[config.mk]
export PLATFORM = sky130hd
export DESIGN_NAME = nand_reg_bridge
export DESIGN_NICKNAME = d
export VERILOG_FILES = /design/src/rtl/nand_bridge_pkg.sv /design/src/rtl/nb_sync.sv /design/src/rtl/nb_strobe_seq.sv /design/src/rtl/nand_reg_bridge.sv
export SDC_FILE = /design/constraint.sdc
export NUM_CORES = 1
export LEC_CHECK = 0
export BUFFER_PORTS_ARGS = -buffer_cell sky130_fd_sc_hd__buf_2
export CAP_MARGIN = 20
export CORE_ASPECT_RATIO = 0.7
export CORE_MARGIN = 1
export CORE_UTILIZATION = 45
export DETAILED_ROUTE_END_ITERATION = 8
export GPL_TIMING_DRIVEN = 0
export PLACE_DENSITY = 0.84
export SLEW_MARGIN = 20
export SYNTH_ARGS = -nofsm -noshare
export SYNTH_HDL_FRONTEND = slang
export SYNTH_SLANG_ARGS = --single-unit
export TNS_END_PERCENT = 5
[constraint.sdc]
create_clock -name clk -period 4.45 [get_ports clk]
set_clock_uncertainty 0.05 [all_clocks]
set_input_delay 0.445 -clock clk [delete_from_list [all_inputs] [get_ports clk]]
set_output_delay 0.445 -clock clk [all_outputs]
set_load 0.03 [all_outputs]
[src/rtl/nand_bridge_pkg.sv]
package nand_bridge_pkg;

    localparam int WORD_W    = 32;
    localparam int BYTE_W    = 8;
    localparam int CE_BIT    = 31;
    localparam int OP_LSB    = 28;
    localparam int BYTE_LSB  = 16;
    localparam int BUSY_BIT  = 15;

    localparam logic [2:0] OP_CMD    = 3'd0;
    localparam logic [2:0] OP_ADDR   = 3'd1;
    localparam logic [2:0] OP_ARM    = 3'd2;
    localparam logic [2:0] OP_WDATA  = 3'd3;

    typedef enum logic [2:0] {
        CY_NONE, CY_CMD, CY_ADDR, CY_WDATA, CY_RDATA
    } cyc_kind_e;

    typedef enum logic [2:0] {
        ST_IDLE, ST_SETUP, ST_PULSE, ST_HOLD, ST_DONE
    } seq_state_e;

    typedef struct packed {
        logic              ce_req;
        logic [2:0]        op;
        logic [BYTE_W-1:0] data;
    } host_word_t;

    function automatic host_word_t unpack_word(input logic [WORD_W-1:0] w);
        host_word_t r;
        r.ce_req = w[CE_BIT];
        r.op     = w[OP_LSB +: 3];
        r.data   = w[BYTE_LSB +: BYTE_W];
        return r;
    endfunction

    function automatic logic [WORD_W-1:0] pack_status(input logic [BYTE_W-1:0] b,
                                                      input logic busy);
        logic [WORD_W-1:0] r;
        r = '0;
        r[BYTE_LSB +: BYTE_W] = b;
        r[BUSY_BIT] = busy;
        return r;
    endfunction

    function automatic logic op_is_valid(input logic [2:0] op);
        return op <= OP_WDATA;
    endfunction

endpackage

[src/rtl/nb_sync.sv]
module nb_sync #(
    parameter int  STAGES    = 2,
    parameter logic RST_VAL  = 1'b1
) (
    input  logic clk,
    input  logic rst,
    input  logic d,
    output logic q
);
    logic [STAGES-1:0] sr;

    always_ff @(posedge clk) begin
        if (rst) sr <= {STAGES{RST_VAL}};
        else     sr <= {sr[STAGES-2:0], d};
    end

    assign q = sr[STAGES-1];
endmodule

[src/rtl/nb_strobe_seq.sv]
module nb_strobe_seq
    import nand_bridge_pkg::*;
#(
    parameter int T_SETUP = 2,
    parameter int T_PULSE = 2,
    parameter int T_HOLD  = 2
) (
    input  logic      clk,
    input  logic      rst,
    input  logic      start,
    input  cyc_kind_e kind,
    output logic      idle,
    output logic      done,
    output logic      cle,
    output logic      ale,
    output logic      we_n,
    output logic      re_n,
    output logic      io_oe,
    output logic      capture
);
    localparam int TMAX1 = (T_SETUP > T_PULSE) ? T_SETUP : T_PULSE;
    localparam int TMAX  = (TMAX1 > T_HOLD) ? TMAX1 : T_HOLD;
    localparam int CW    = $clog2(TMAX + 1);

    seq_state_e    state;
    cyc_kind_e     kind_q;
    logic [CW-1:0] cnt;

    always_ff @(posedge clk) begin
        if (rst) begin
            state  <= ST_IDLE;
            kind_q <= CY_NONE;
            cnt    <= '0;
        end else begin
            unique case (state)
                ST_IDLE: if (start) begin
                    kind_q <= kind;
                    if (kind == CY_NONE) state <= ST_DONE;
                    else begin
                        state <= ST_SETUP;
                        cnt   <= CW'(T_SETUP - 1);
                    end
                end
                ST_SETUP: if (cnt == '0) begin
                    state <= ST_PULSE;
                    cnt   <= CW'(T_PULSE - 1);
                end else cnt <= cnt - 1'b1;
                ST_PULSE: if (cnt == '0) begin
                    state <= ST_HOLD;
                    cnt   <= CW'(T_HOLD - 1);
                end else cnt <= cnt - 1'b1;
                ST_HOLD: if (cnt == '0) state <= ST_DONE;
                         else cnt <= cnt - 1'b1;
                ST_DONE: state <= ST_IDLE;
                default: state <= ST_IDLE;
            endcase
        end
    end

    logic active, is_write;
    always_comb begin
        active   = (state == ST_SETUP) || (state == ST_PULSE) || (state == ST_HOLD);
        is_write = (kind_q == CY_CMD) || (kind_q == CY_ADDR) || (kind_q == CY_WDATA);
        idle     = (state == ST_IDLE);
        done     = (state == ST_DONE);
        cle      = active && (kind_q == CY_CMD);
        ale      = active && (kind_q == CY_ADDR);
        we_n     = !((state == ST_PULSE) && is_write);
        re_n     = !((state == ST_PULSE) && (kind_q == CY_RDATA));
        io_oe    = active && is_write;
        capture  = (state == ST_PULSE) && (cnt == '0) && (kind_q == CY_RDATA);
    end
endmodule

[src/rtl/nand_reg_bridge.sv]
module nand_reg_bridge
    import nand_bridge_pkg::*;
#(
    parameter int T_SETUP     = 2,
    parameter int T_PULSE     = 2,
    parameter int T_HOLD      = 2,
    parameter int SYNC_STAGES = 2
) (
    input  logic        clk,
    input  logic        rst,
    input  logic        bus_req,
    input  logic        bus_wr,
    input  logic [31:0] bus_wdata,
    output logic [31:0] bus_rdata,
    output logic        bus_ack,
    output logic        nf_ce_n,
    output logic        nf_cle,
    output logic        nf_ale,
    output logic        nf_we_n,
    output logic        nf_re_n,
    output logic [7:0]  nf_io_out,
    output logic        nf_io_oe,
    input  logic [7:0]  nf_io_in,
    input  logic        nf_rb_n
);
    host_word_t  hw;
    cyc_kind_e   kind;
    logic        seq_idle, start, capture, rb_s;
    logic        armed;
    logic [7:0]  io_byte, rd_byte;

    assign hw    = unpack_word(bus_wdata);
    assign start = bus_req && seq_idle;

    always_comb begin
        kind = CY_NONE;
        if (!bus_wr) begin
            if (armed) kind = CY_RDATA;
        end else begin
            case (hw.op)
                OP_CMD:   kind = CY_CMD;
                OP_ADDR:  kind = CY_ADDR;
                OP_WDATA: kind = CY_WDATA;
                default:  kind = CY_NONE;
            endcase
        end
    end

    always_ff @(posedge clk) begin
        if (rst) begin
            nf_ce_n <= 1'b1;
            armed   <= 1'b0;
            io_byte <= '0;
            rd_byte <= '0;
        end else begin
            if (start && bus_wr && op_is_valid(hw.op)) begin
                nf_ce_n <= !hw.ce_req;
                armed   <= (hw.op == OP_ARM);
                if (hw.op != OP_ARM) io_byte <= hw.data;
            end
            if (capture) rd_byte <= nf_io_in;
        end
    end

    nb_strobe_seq #(
        .T_SETUP (T_SETUP),
        .T_PULSE (T_PULSE),
        .T_HOLD  (T_HOLD)
    ) u_seq (
        .clk     (clk),
        .rst     (rst),
        .start   (start),
        .kind    (kind),
        .idle    (seq_idle),
        .done    (bus_ack),
        .cle     (nf_cle),
        .ale     (nf_ale),
        .we_n    (nf_we_n),
        .re_n    (nf_re_n),
        .io_oe   (nf_io_oe),
        .capture (capture)
    );

    nb_sync #(.STAGES(SYNC_STAGES), .RST_VAL(1'b1)) u_rb_sync (
        .clk (clk),
        .rst (rst),
        .d   (nf_rb_n),
        .q   (rb_s)
    );

    assign nf_io_out = io_byte;
    assign bus_rdata = pack_status(rd_byte, !rb_s);
endmodule

# [Yosys cells after proc, flatten, opt, wreduce, memory -nomap -nowiden]
# Index checks and enable logic that the tools add are counted.
[word_totals] ff_bits=28 input_bits=45 out_inout_bits=47
[classes] n_addsub=1 magnitude_cmp=1 eq_ne=18 mux=14 reduce_logical=28
[ops] op="$mux 3" count=7
[ops] op="$eq 3x2->1 const B" count=6
[ops] op="$pmux 2 s3" count=2
[ops] op="$pmux 3 s4" count=1
[ops] op="$logic_and 1x1->1" count=10
[ops] op="$eq 3x1->1 const B" count=3
[ops] op="$logic_not 3->1" count=3
[ops] op="$mux 2" count=4
[ops] op="$ne 2x1->1 const B" count=4
[ops] op="$reduce_and 4->1" count=2
[ops] op="$eq 3x3->1 const B" count=2
[ops] op="$logic_not 1->1" count=4
[ops] op="$logic_or 1x1->1" count=4
[ops] op="$ne 2x2->1 const B" count=2
[ops] op="$reduce_and 2->1" count=2
[ops] op="$le 3x2->1 const B" count=1
[ops] op="$ne 3x2->1 const B" count=1
[ops] op="$reduce_bool 3->1" count=1
[ops] op="$logic_not 2->1" count=1
[ops] op="$reduce_or 2->1" count=1
[ops] op="$sub 2x1->2 const B" count=1

# [Longest topological paths before layout]
[depth] ltp_word=7 ltp_mapped=6 ltp_nobuf=6

# [Modules after synthesis]
# Synthesis repeated with hierarchy kept, for this count alone.
[hier_totals] cells_unflattened=166 hier_area_um2=1514.0
[modules_own_cells] module="nand_reg_bridge" n_inst=1 cells_per_inst=99 area_each_um2=953.4
[modules_own_cells] module="nb_strobe_seq" n_inst=1 cells_per_inst=63 area_each_um2=508.0
[modules_own_cells] module="nb_sync" n_inst=1 cells_per_inst=4 area_each_um2=52.6

# [Worst setup path after synthesis]
# Ideal clock, no wire load.
[synth_timing] path_type="register to output" start="register u_seq.state[2]" end="output port nf_ale" arrival_time_ps=1470 path_slack_ps=2485 path_stages_with_launch=5 path_buffers=1 path_cell_list="dfxtp_1 clkbuf_2 nor2_1 o21ai_0 nor3b_1"
[synth_between] elab_chain_len=4 elab_cells_between_ends=6
[synth_lines] item="start: declaration" line_no="nb_strobe_seq.sv:25" text="seq_state_e state;"
[synth_lines] item="start signal: assignment" line_no="nb_strobe_seq.sv:31" text="state <= ST_IDLE;"
[synth_lines] item="start signal: assignment" line_no="nb_strobe_seq.sv:38" text="if (kind == CY_NONE) state <= ST_DONE;"
[synth_lines] item="start signal: assignment" line_no="nb_strobe_seq.sv:40" text="state <= ST_SETUP;"
[synth_lines] item="$eq 3x1->1 / $eq 3x2->1 (equally long branches)" line_no="nb_strobe_seq.sv:62" text="active = (state == ST_SETUP) || (state == ST_PULSE) || (state == ST_HOLD);"
[synth_lines] item="$logic_or 1x1->1" line_no="nb_strobe_seq.sv:62"
[synth_lines] item="$logic_or 1x1->1 (*)" line_no="nb_strobe_seq.sv:62"
[synth_lines] item="$logic_and 1x1->1 (*)" line_no="nb_strobe_seq.sv:67" text="ale = active && (kind_q == CY_ADDR);"
[synth_lines] item="end: declaration" line_no="nand_reg_bridge.sv:18" text="output logic nf_ale,"
# Every way passes the cells marked *; elsewhere a longest branch is shown, timed or not.

# [Final worst setup path]
# Ends and elaborated chain as after synthesis.

==> flow_summary.toml <==
[layout]
finalNonFillerCells = 263
drive_above_1_share = 0.396
nets = 275
syn_to_final_growth_pct = 29.0
final_area_um2 = 1860
diodes = 0

[yosys]
postSynthAreaPerCell_um2 = 9.36
yosysMostFrequentCell = "dfxtp_1"
synth-edff-count = 0
postSynthCellCount = 154
synth_common_cells = "28 x dfxtp_1, 24 x nor2_1, 23 x buf_4, 16 x mux2i_1, 7 x nand2_1"
synth_largest_area_cell = "dfxtp_1"
synthFlopType = "dfxtp_1"
async_flop_share = 0
ys_seq_area_frac = 0.389
syn_area_um2 = 1440
yosysTopAreaCellShare = 0.389
synth.top_cells.by_area = "dfxtp_1 39%, buf_4 12%, mux2i_1 11%, nor2_1 6.3%, nand2_1 1.8%"
yosysWarnings = 0
ys_seq_elements = 28
post_synth_num_cell_types = 41

[timing]
hold_viol = 0
finalSetupViolCount = 0
finalMaxSlewViolations = 0
fmax_mhz = 483
grt_setup_unrepaired = "no"
fin_tns_setup_ns = 0
finalCritPeriodShare = 0.466
fin_crit_ns = 2.07

[placement]
placed_cell_area_um2 = 1800
dp_hpwl_um = 2070
gp_congestion = 0.905
io_buffers = 47
placedCellCount = 259

[clock_network]
clockBufferDepth = 2
cts_tree = "done"
htreeDepth = 1
postCtsSetupBuffers = 0
cts_hold_buf = 0
clock_latency_ns = 0.27
cts_buffers = 3
clkSlewWorstSetupHoldPaths_ns = 0.09
cts_sinks = 28
cts.repair.resized = 0
cts-root-buf = "clkbuf_8"

[setup_path]
critical_path_arrival_ns = 1.58
ff2ff_setup_slack_ns = 2.67
cp.required_ns = 3.95
path_class = "reg2out"
r2r-end = "u_seq.cnt[1]"
crit_fanout = 9
rr_startpoint = "u_seq.cnt[0]"
startpoint_type = "flip-flop"
ff2ff_path_depth = 6
crit_start = "u_seq.state[2]"
crit_path_end_kind = "output port"

[drt]
wl_per_cell_um = 9.89
drc_errors = 0
via_count = 1139
viasPerCell = 4.33
first_pass_iters = 4
drt_wl_total_um = 2600
ant_nets = 0
drtIter0Drc = 21

[floorplan]
die_h_um = 49.4
ios = 92
die-area_um2 = 3440
fp-row-count = 16
fp.dieW_um = 69.6
core_area_um2 = 2920
initial_core_util = 0.493

[status]
status = "completed"

[grt]
grt_overflow = 0
grt_pass1_vias = 971
grt_pass1_wl_um = 4350
grt_usage = 0.157
antenna_found_initial = 0
grt_max_degree = 16

[hold_path]
min_path_cells = 2
holdPathEnd = "u_rb_sync.sr[0]"
hold_class = "in2reg"
hp-start = "nf_rb_n"

[pwr]
powerDensity_nw_per_um2 = 293
irDropWorstVdd_uv = 197
power_leakage_uw = 0.00103

[flow_run]
cap_viol_max_count = 0
placed cells by master (no fill, tap or decap), drive strengths merged, types with 2 or more instances in the layout:
master,count
nor2,24
nand3b,2
or2,3
a21oi,6
clkbuf,6
mux2i,16
ha,2
xor2,2
o21ai,2
nor3b,2
nand3,5
nor3,2
buf,73
nor2b,2
nand2b,2
nand2,8
conb,23
inv,3
dfxtp,28
a21boi,2
and2b,2
cells by family (layout without fill, tap and decap cells):
| logic type | after synthesis | after routing | share of synthesized area |
|---|---|---|---|
| other | 1 | 23 | 0.00260 |
| AND/OR/NAND/NOR | 56 | 56 | 0.227 |
| adder cells (fa/ha/maj) | 2 | 2 | 0.0174 |
| AO/OA/AOI/OAI | 16 | 16 | 0.0747 |
| multiplexers | 17 | 17 | 0.119 |
| buffers and inverters | 32 | 83 | 0.159 |
| XOR/XNOR | 2 | 2 | 0.0122 |
| flip-flops | 28 | 28 | 0.389 |
sequential cells by signal, summed over array words and instances (netlist names):
name          flops
armed             1
u_seq.kind_q      3
rd_byte           8
u_seq.state       3
u_seq.cnt         2
u_rb_sync.sr      2
nf_ce_n           1
nf_io_out         8
worst max-delay path by stage:
stage	end	slack (ns)	depth (start not counted)
2_1_floorplan	nf_ale	2.48	4
3_3_place_gp	u_seq.cnt[1]	2.64	5
3_5_place_dp	u_seq.cnt[1]	2.64	5
4_1_cts	nf_ale	2.38	5
5_1_grt	nf_ale	2.30	5
6_report	nf_ale	2.38	5
layer usage:
metal	GRT usage	share of wire	routed length, um	up-vias
li1	-	-	-	615
met1	0.202	0.48	1250	480
met2	0.256	0.44	1140	42
met3	0.0496	0.075	195	2
met4	0.0400	0.0050	13	0
met5	0	0	0	-
final cells by class:
cell class,instances,area (um^2)
timing repair buffer,47,235
fill,253,1060
inverter,3,11.3
sequential,28,561
buffer,29,218
tap,36,45.0
multi-input combinational,116,734
clock buffer,4,55.1
per-stage QoR:
step	utilization	power, uW	setup WS, ns	hold slack, ns
floorplan	-	372	2.48	0.342
global placement	0.617	395	2.64	0.345
detailed placement	0.617	397	2.64	0.351
CTS	0.636	550	2.38	0.293
global route	0.636	573	2.30	0.286
finish	0.636	545	2.38	0.299
worst max-delay path, stage by stage, from the launching register on:
cell and delay [ns]:
dfxtp_1 0.31, clkbuf_2 0.17, nor2_1 0.17, o21ai_0 0.17, nor3b_1 0.25, buf_2 0.24
where the power goes:
group | switching, uW | internal (uW)
sequential | 4.92 | 259
clock | 74.1 | 79.1
combinational | 78.0 | 50.1
total | 157 | 388
Power figures use the tool's default switching activity.
